File: config.mk
export PLATFORM = sky130hd
export DESIGN_NAME = fsync_word_counter
export DESIGN_NICKNAME = d
export VERILOG_FILES = /design/src/rtl/fwc_pkg.sv /design/src/rtl/fwc_edge_detect.sv /design/src/rtl/fwc_trig_select.sv /design/src/rtl/fwc_sat_counter.sv /design/src/rtl/fsync_word_counter.sv
export SDC_FILE = /design/constraint.sdc
export NUM_CORES = 1
export LEC_CHECK = 0
export BUFFER_PORTS_ARGS = -buffer_cell sky130_fd_sc_hd__buf_2
export CAP_MARGIN = 40
export CORE_UTILIZATION = 37
export CTS_CLUSTER_SIZE = 10
export DETAILED_ROUTE_END_ITERATION = 10
export GPL_ROUTABILITY_DRIVEN = 0
export PLACE_DENSITY = 0.57
export RECOVER_POWER = 25
export SETUP_SLACK_MARGIN = 0.15
export SYNTH_ARGS = -nofsm -noshare
export SYNTH_HDL_FRONTEND = slang
export SYNTH_SLANG_ARGS = --single-unit
File: constraint.sdc
create_clock -name clk -period 2.15 [get_ports clk]
set_input_delay 0.1075 -clock clk [delete_from_list [all_inputs] [get_ports clk]]
set_output_delay 0.1075 -clock clk [all_outputs]
set_load 0.03 [all_outputs]
File: src/rtl/fwc_pkg.sv
package fwc_pkg;

    typedef enum logic [1:0] {
        ST_PRIME = 2'd0,
        ST_COUNT = 2'd1,
        ST_SAT   = 2'd2
    } fwc_state_e;

    localparam int FWC_LO_W = 8;

endpackage

File: src/rtl/fwc_edge_detect.sv
module fwc_edge_detect (
    input  logic clk,
    input  logic rst_n,
    input  logic ws_in,
    output logic edge_o
);
    logic ws_ref_q;

    always_ff @(posedge clk or negedge rst_n) begin
        if (!rst_n) begin
            ws_ref_q <= 1'b0;
        end else begin
            ws_ref_q <= ws_in;
        end
    end

    assign edge_o = ws_in ^ ws_ref_q;
endmodule

File: src/rtl/fwc_trig_select.sv
module fwc_trig_select #(
    parameter int NSRC  = 3,
    parameter int SEL_W = 2
) (
    input  logic [SEL_W-1:0] trig_sel,
    input  logic [NSRC-1:0]  trig_src,
    output logic             hw_hit
);
    logic [NSRC-1:0] hit_vec;

    genvar gi;
    generate
        for (gi = 0; gi < NSRC; gi++) begin : g_src
            assign hit_vec[gi] = (trig_sel == SEL_W'(gi + 1)) & trig_src[gi];
        end
    endgenerate

    assign hw_hit = |hit_vec;
endmodule

File: src/rtl/fwc_sat_counter.sv
module fwc_sat_counter #(
    parameter int CNT_W = 10
) (
    input  logic             clk,
    input  logic             rst_n,
    input  logic             clr,
    input  logic             edge_now,
    input  logic             inc,
    output logic [CNT_W-1:0] count,
    output logic [CNT_W-1:0] capture
);
    always_ff @(posedge clk or negedge rst_n) begin
        if (!rst_n) begin
            count   <= '0;
            capture <= '0;
        end else if (clr) begin
            capture <= count;
            count   <= CNT_W'(edge_now);
        end else if (inc) begin
            count   <= count + CNT_W'(1);
        end
    end
endmodule

File: src/rtl/fsync_word_counter.sv
module fsync_word_counter
    import fwc_pkg::*;
#(
    parameter int CNT_W = 10,
    parameter int NSRC  = 3,
    parameter int SEL_W = 2
) (
    input  logic                  clk,
    input  logic                  rst_n,
    input  logic                  ws_in,
    input  logic [SEL_W-1:0]      trig_sel,
    input  logic [NSRC-1:0]       trig_src,
    input  logic                  sw_capture,
    output logic [FWC_LO_W-1:0]   cap_lo,
    output logic [CNT_W-FWC_LO_W-1:0] cap_hi,
    output logic                  sat_flag
);
    localparam logic [CNT_W-1:0] CNT_MAX = '1;
    localparam logic [CNT_W-1:0] CNT_PRE = CNT_MAX - CNT_W'(1);

    fwc_state_e       state_q, state_d;
    logic             raw_edge, edge_valid, inc_en, hw_hit, cap_evt;
    logic [CNT_W-1:0] cnt_q, cap_q;

    fwc_edge_detect u_edge (
        .clk    (clk),
        .rst_n  (rst_n),
        .ws_in  (ws_in),
        .edge_o (raw_edge)
    );

    fwc_trig_select #(.NSRC(NSRC), .SEL_W(SEL_W)) u_trig (
        .trig_sel (trig_sel),
        .trig_src (trig_src),
        .hw_hit   (hw_hit)
    );

    assign cap_evt = sw_capture | hw_hit;

    fwc_sat_counter #(.CNT_W(CNT_W)) u_cnt (
        .clk      (clk),
        .rst_n    (rst_n),
        .clr      (cap_evt),
        .edge_now (edge_valid),
        .inc      (inc_en),
        .count    (cnt_q),
        .capture  (cap_q)
    );

    // state register
    always_ff @(posedge clk or negedge rst_n) begin
        if (!rst_n) begin
            state_q <= ST_PRIME;
        end else begin
            state_q <= state_d;
        end
    end

    // next-state logic
    always_comb begin
        state_d = state_q;
        unique case (state_q)
            ST_PRIME: state_d = ST_COUNT;
            ST_COUNT: begin
                if (!cap_evt && edge_valid && cnt_q == CNT_PRE) begin
                    state_d = ST_SAT;
                end
            end
            ST_SAT: begin
                if (cap_evt) begin
                    state_d = ST_COUNT;
                end
            end
            default: state_d = ST_PRIME;
        endcase
    end

    // outputs of the state machine
    always_comb begin
        edge_valid = 1'b0;
        inc_en     = 1'b0;
        sat_flag   = 1'b0;
        unique case (state_q)
            ST_PRIME: begin
                edge_valid = 1'b0;
            end
            ST_COUNT: begin
                edge_valid = raw_edge;
                inc_en     = raw_edge & ~cap_evt;
            end
            ST_SAT: begin
                edge_valid = raw_edge;
                sat_flag   = 1'b1;
            end
            default: begin
                edge_valid = 1'b0;
            end
        endcase
    end

    assign cap_lo = cap_q[FWC_LO_W-1:0];
    assign cap_hi = cap_q[CNT_W-1:FWC_LO_W];
endmodule

# --- Word level (Yosys, flattened, before mapping) ---
# Index checks and enable logic that the tools add are counted.
op_classes:
  add_sub_neg: 1
  multipliers: 0
  n_div: 0
  magnitude_cmp: 0
  eq_ne: 8
  shift: 0
  mux: 8
  n_bitwise: 7
  reduce_logical: 8
ops:
  columns: ["operator", "n"]
  rows:
  - ["$mux W10", 2]
  - ["$add A10 B1 Y10 const B", 1]
  - ["$eq A10 B10 Y1 const B", 1]
  - ["$eq A2 B2 Y1 const B", 3]
  - ["$pmux W2 S3", 1]
  - ["$and A1 B1 Y1", 4]
  - ["$eq A2 B1 Y1 const B", 2]
  - ["$mux W2", 2]
  - ["$ne A2 B2 Y1 const B", 2]
  - ["$mux W1", 3]
  - ["$reduce_or A3 Y1", 1]
  - ["$logic_and A1 B1 Y1", 2]
  - ["$logic_not A2 Y1", 1]
  - ["$reduce_and A2 Y1", 1]
  - ["$reduce_bool A2 Y1", 1]
  - ["$reduce_or A2 Y1", 1]
  - ["$logic_not A1 Y1", 1]
  - ["$not A1 Y1", 1]
  - ["$or A1 B1 Y1", 1]
  - ["$xor A1 B1 Y1", 1]
word_totals:
  register_bits: 23
  latchBits: 0
  ram_bits: 0
  romBits: 0
  in_bits: 9
  output_inout_bits: 11
  word_cells: 36
  n_memories: 0

# --- Longest topological paths before layout ---
logic_depth:
  word_depth: 9
  depth_mapped: 6

# --- Modules after synthesis ---
# A second synthesis with hierarchy kept.
unflattened:
  cells_unflattened: 96
  area_unflattened_um2: 1146.1
modules_own_cells:
  columns: ["mod", "instances", "cells_per_inst", "area_per_inst_um2", "seq_area_each_um2"]
  rows:
  - ["fwc_sat_counter", 1, 70, 869.6, 500.5]
  - ["fsync_word_counter", 1, 21, 219.0, 50.0]
  - ["fwc_edge_detect", 1, 2, 33.8, 25.0]
  - ["fwc_trig_select", 1, 3, 23.8, 0.0]

# --- Worst setup path before layout ---
# No wires, ideal clock.
synth_timing:
  kind: "reg2reg"
  startpoint: "register state_q[0]"
  endpoint: "register state_q[0]"
  arrival_time_ps: 1558
  required_time_ps: 2021
  slack_ps: 463
  path_stages_with_launch: 7
  n_path_buf: 0
  cell_sequence: "dfrtp_1 > inv_1 > ha_1 > inv_1 > a2111oi_2 > o32ai_2 > mux2i_1"
synth_via:
  elab_chain_cells: 7
  word_cells_on_any_way: 11
  classes_between: "4 x eq/ne; 2 x mux; 5 x reduce/logical"
synth_lines:
  columns: ["item", "line_no", "text"]
  rows:
  - ["from (decl)", "fsync_word_counter.sv:21", "fwc_state_e state_q, state_d;"]
  - ["from (signal assigned)", "fsync_word_counter.sv:55", "state_q <= state_d;"]
  - ["$eq A2 B2 Y1 / $eq A2 B1 Y1 (equally long branches)", "fsync_word_counter.sv:62, fsync_word_counter.sv:83", null]
  - ["$reduce_or A2 Y1 (no line)", null, null]
  - ["$mux W1", "fsync_word_counter.sv:83", "unique case (state_q)"]
  - ["$logic_and A1 B1 Y1 (2 in a row)", "fsync_word_counter.sv:65", "if (!cap_evt && edge_valid && cnt_q == CNT_PRE) begin"]
  - ["$ne A2 B2 Y1 (no line)", null, null]
  - ["$reduce_and A2 Y1 (no line)", null, null]
# Parallel ways exist; a longest one is shown, timed or not.
# A chain may end at the register's enable or synchronous reset.

# --- Final worst setup path ---
layout_timing:
  startpoint: "register state_q[1]"
  endpoint: "register u_cnt.count[9]"
layout_via:
  elab_chain_cells: 3
layout_lines:
  columns: ["item", "line_no", "text"]
  rows:
  - ["$eq A2 B1 Y1", "fsync_word_counter.sv:83", null]
  - ["$mux W1", "fsync_word_counter.sv:83", null]
  - ["$reduce_bool A2 Y1 (no line)", null, null]
  - ["to (signal assigned)", "fwc_sat_counter.sv:18", "count <= CNT_W'(edge_now);"]
  - ["to (signal assigned)", "fwc_sat_counter.sv:20", "count <= count + CNT_W'(1);"]
  - ["to (decl)", "fwc_sat_counter.sv:9", "output logic [CNT_W-1:0] count,"]
# Every way passes these cells.

==> impl_metrics.env <==
export IMPL_drive_gt1_share_pct=29.2
export IMPL_grt_setup_unrepaired="no"
export IMPL_die_y_um=58.4
export IMPL_fmax_mhz=601
export IMPL_slew_violations=0
export IMPL_timing_final_hold_violations=0
export IMPL_hpwl_um=1390
export IMPL_post_cts_setup_buffers=0
export IMPL_synth_distinct_cells=31
export IMPL_fin_tns_setup_ps=0
export IMPL_cts_resized=0
export IMPL_p_per_area_mw_per_mm2=565
export IMPL_post_route_min_period_ps=1660
export IMPL_crit_chain="inv_1 > ha_1 > nand3_1 > or3_1 > a21oi_1"
export IMPL_synth_edf_count=0
export IMPL_ir_worst_vdd_v=0.000345
export IMPL_initial_core_util_pct=38.9
export IMPL_pwr_share_seq_pct=59.2
export IMPL_critPathMaxStageDelay_ps=430
export IMPL_syn_num_nets=112
export IMPL_crit_slowest_cell="dfrtp_1"
export IMPL_drt_pass1_iterations=4
export IMPL_status="completed"
export IMPL_crit_buf_inv=1
export IMPL_hold_class="in -> reg"
export IMPL_ant_nets=0
export IMPL_drt_initial_drc_count=23
export IMPL_cts_root_buffer="clkbuf_4"
export IMPL_cts_tree="yes"
export IMPL_holdPathStages=3
export IMPL_die_area_mm2=0.00342
export IMPL_grtUsageTotal_pct=13.1
export IMPL_synth_top_area_cell="dfrtp_1"
export IMPL_nets=136
export IMPL_fin_skew_ps=4.03
export IMPL_combinationalPowerShare_pct=14.6
export IMPL_switching_share_pct=27.1
export IMPL_worstSetupPathType="reg -> reg"
export IMPL_regToRegStartpoint="state_q[1]"
export IMPL_clk_latency_ps=320
export IMPL_r2r_end="u_cnt.count[9]"
export IMPL_syn_cell_area_mm2=0.00118
export IMPL_grt_overflow=0
export IMPL_tightest_slew_ps=1200
export IMPL_io_pins=20
export IMPL_r2r_setup_slack_ps=490
export IMPL_num_rows=20
export IMPL_cp_start_kind="flop"
export IMPL_ys_seq_elements=23
export IMPL_pwr_share_clk_pct=26.2
export IMPL_yosysWarnings=0
export IMPL_ys_async_sr_fraction_pct=100
export IMPL_hold_end="state_q[1]"
export IMPL_n_antenna_cell=0
export IMPL_relSlewSlack_pct=20.1
export IMPL_fin_crit_sh_pct=77.3
export IMPL_arrival_ps=1920
export IMPL_drv_cap=0
export IMPL_cp_required_ps=2400
export IMPL_crit_fanout=11
export IMPL_core_mm2=0.00303
export IMPL_grt_pass1_wl_um=3360
export IMPL_drc=0
export IMPL_critPathTopFamily="simple AND/OR/NAND/NOR gates"
export IMPL_grt_pass1_vias=756
export IMPL_hold_start="sw_capture"
export IMPL_p_int_uw=563
export IMPL_cts_max_level=1
export IMPL_cellLeakagePower_uw=0.000673
export IMPL_via_per_inst=4.75
export IMPL_grt_max_degree=24
export IMPL_portBuffers=19
export IMPL_die_w_um=58.4
export IMPL_synthTopCellsByArea="dfrtp_1, mux2_4, ha_1, xor2_1, nand4_1"
export IMPL_finalPower_uw=771
export IMPL_setup_viol=0
export IMPL_startpoint="state_q[1]"
export IMPL_netlist_area_leader_share_pct=48.8
export IMPL_antenna_found_initial=0
export IMPL_syn_inst=97
export IMPL_fin_util_pct=45.0
export IMPL_syn_to_final_growth_pct=15.7
export IMPL_yosysSeqAreaShare_pct=48.8
export IMPL_drt_wirelength_per_cell_um=12.0
export IMPL_num_vias=779
export IMPL_crit_path_end_kind="flop"
export IMPL_p_switching_uw=209
export IMPL_rr_worst_depth=5
export IMPL_cts_made_buffers=3
export IMPL_clockBufferDepth=2
export IMPL_syn_mean_instance_area_um2=12.2
export IMPL_totalWireLength_um=1960
export IMPL_cts_num_sinks=23
export IMPL_cts_clk_slew_worst_paths_ps=130
export IMPL_synth_flop_cell="dfrtp_1"
==> how the worst max path moves through the flow <==
stage / end / cells after the start
5_1_grt: u_cnt.count[9] / 5
3_3_place_gp: state_q[1] / 6
3_5_place_dp: state_q[1] / 6
4_1_cts: u_cnt.count[7] / 5
6_report: u_cnt.count[9] / 5
2_1_floorplan: state_q[0] / 6
==> metrics by stage <==
step,std cells,worst slack [ps],instance area [um2],hold WS (ps)
after floorplan,97,463,1180,-188
after global placement,158,487,1320,108
after detailed placement,158,488,1320,115
after CTS,164,486,1370,145
after global routing,164,300,1360,156
final,164,487,1360,148
==> state kept, by name, summed over array words and instances, names as in the netlist <==
| name | flops |
|---|---|
| u_cnt.capture | 10 |
| u_edge.ws_ref_q | 1 |
| u_cnt.count | 10 |
| state_q | 2 |
==> worst min-delay path: cells and delay by family <==
| family | cells | cell delay, ps |
|---|---|---|
| compound gates | 2 | 240 |
| buf+inv | 1 | 100 |
==> kinds of logic after synthesis <==
logic type,synth area share (%)
XOR/XNOR,5.20
buffers and inverters,3.40
adder cells (fa/ha/maj),6.37
multiplexers,14.5
AO/OA/AOI/OAI,8.92
flip-flops,48.8
AND/OR/NAND/NOR,12.7
==> synth_stat cells, types with 2 or more instances <==
library cell,number
nor2_1,5
o21ai_0,3
nand4_1,6
and2_1,2
a21oi_1,4
dfrtp_1,23
nand2_1,2
buf_2,2
or3_1,3
ha_1,6
mux2_4,10
nand3_1,4
xor2_1,6
inv_1,4
==> cells in the final DEF, fill, tap and decap left out, drive strengths merged, types with 3 or more instances in the layout <==
cell type  count
a21oi          4
buf           19
clkbuf         5
dfrtp         23
ha             6
inv            4
mux2          11
nand3          4
nand4          6
nor2           5
o21ai          4
or3            3
xor2           6
==> final cells by class <==
type | instances | area (um2)
clock buffer | 3 | 22.5
clock inverter | 1 | 5.00
fill | 302 | 1660
inverter | 4 | 15.0
multi-input combinational | 66 | 563
sequential | 23 | 576
tap | 44 | 55.1
timing repair buffer | 23 | 128
==> power groups by stage <==
stage,clock [uW],combinational [uW],sequential [uW]
after floorplan,0,60.9,478
after global placement,0,108,465
after detailed placement,0,109,465
after CTS,215,115,457
after global routing,227,124,459
final,202,113,457
==> metal layers <==
metal	wire (um)	GRT usage, %	up-vias	share of wire [%]
li1	-	-	392	-
met1	999	17.5	371	51
met2	881	20.0	12	45
met3	51	2.64	4	2.6
met4	32	7.14	0	1.6
met5	0	0	-	0
==> repair_timing <==
| action | 4_1_cts | 5_1_grt |
|---|---|---|
| endpoints found under the setup margin | 0 | 0 |
| hold buffers | 2 | 0 |
| hold endpoints to repair | 24 | 0 |
(Power assumes the default switching activity.)
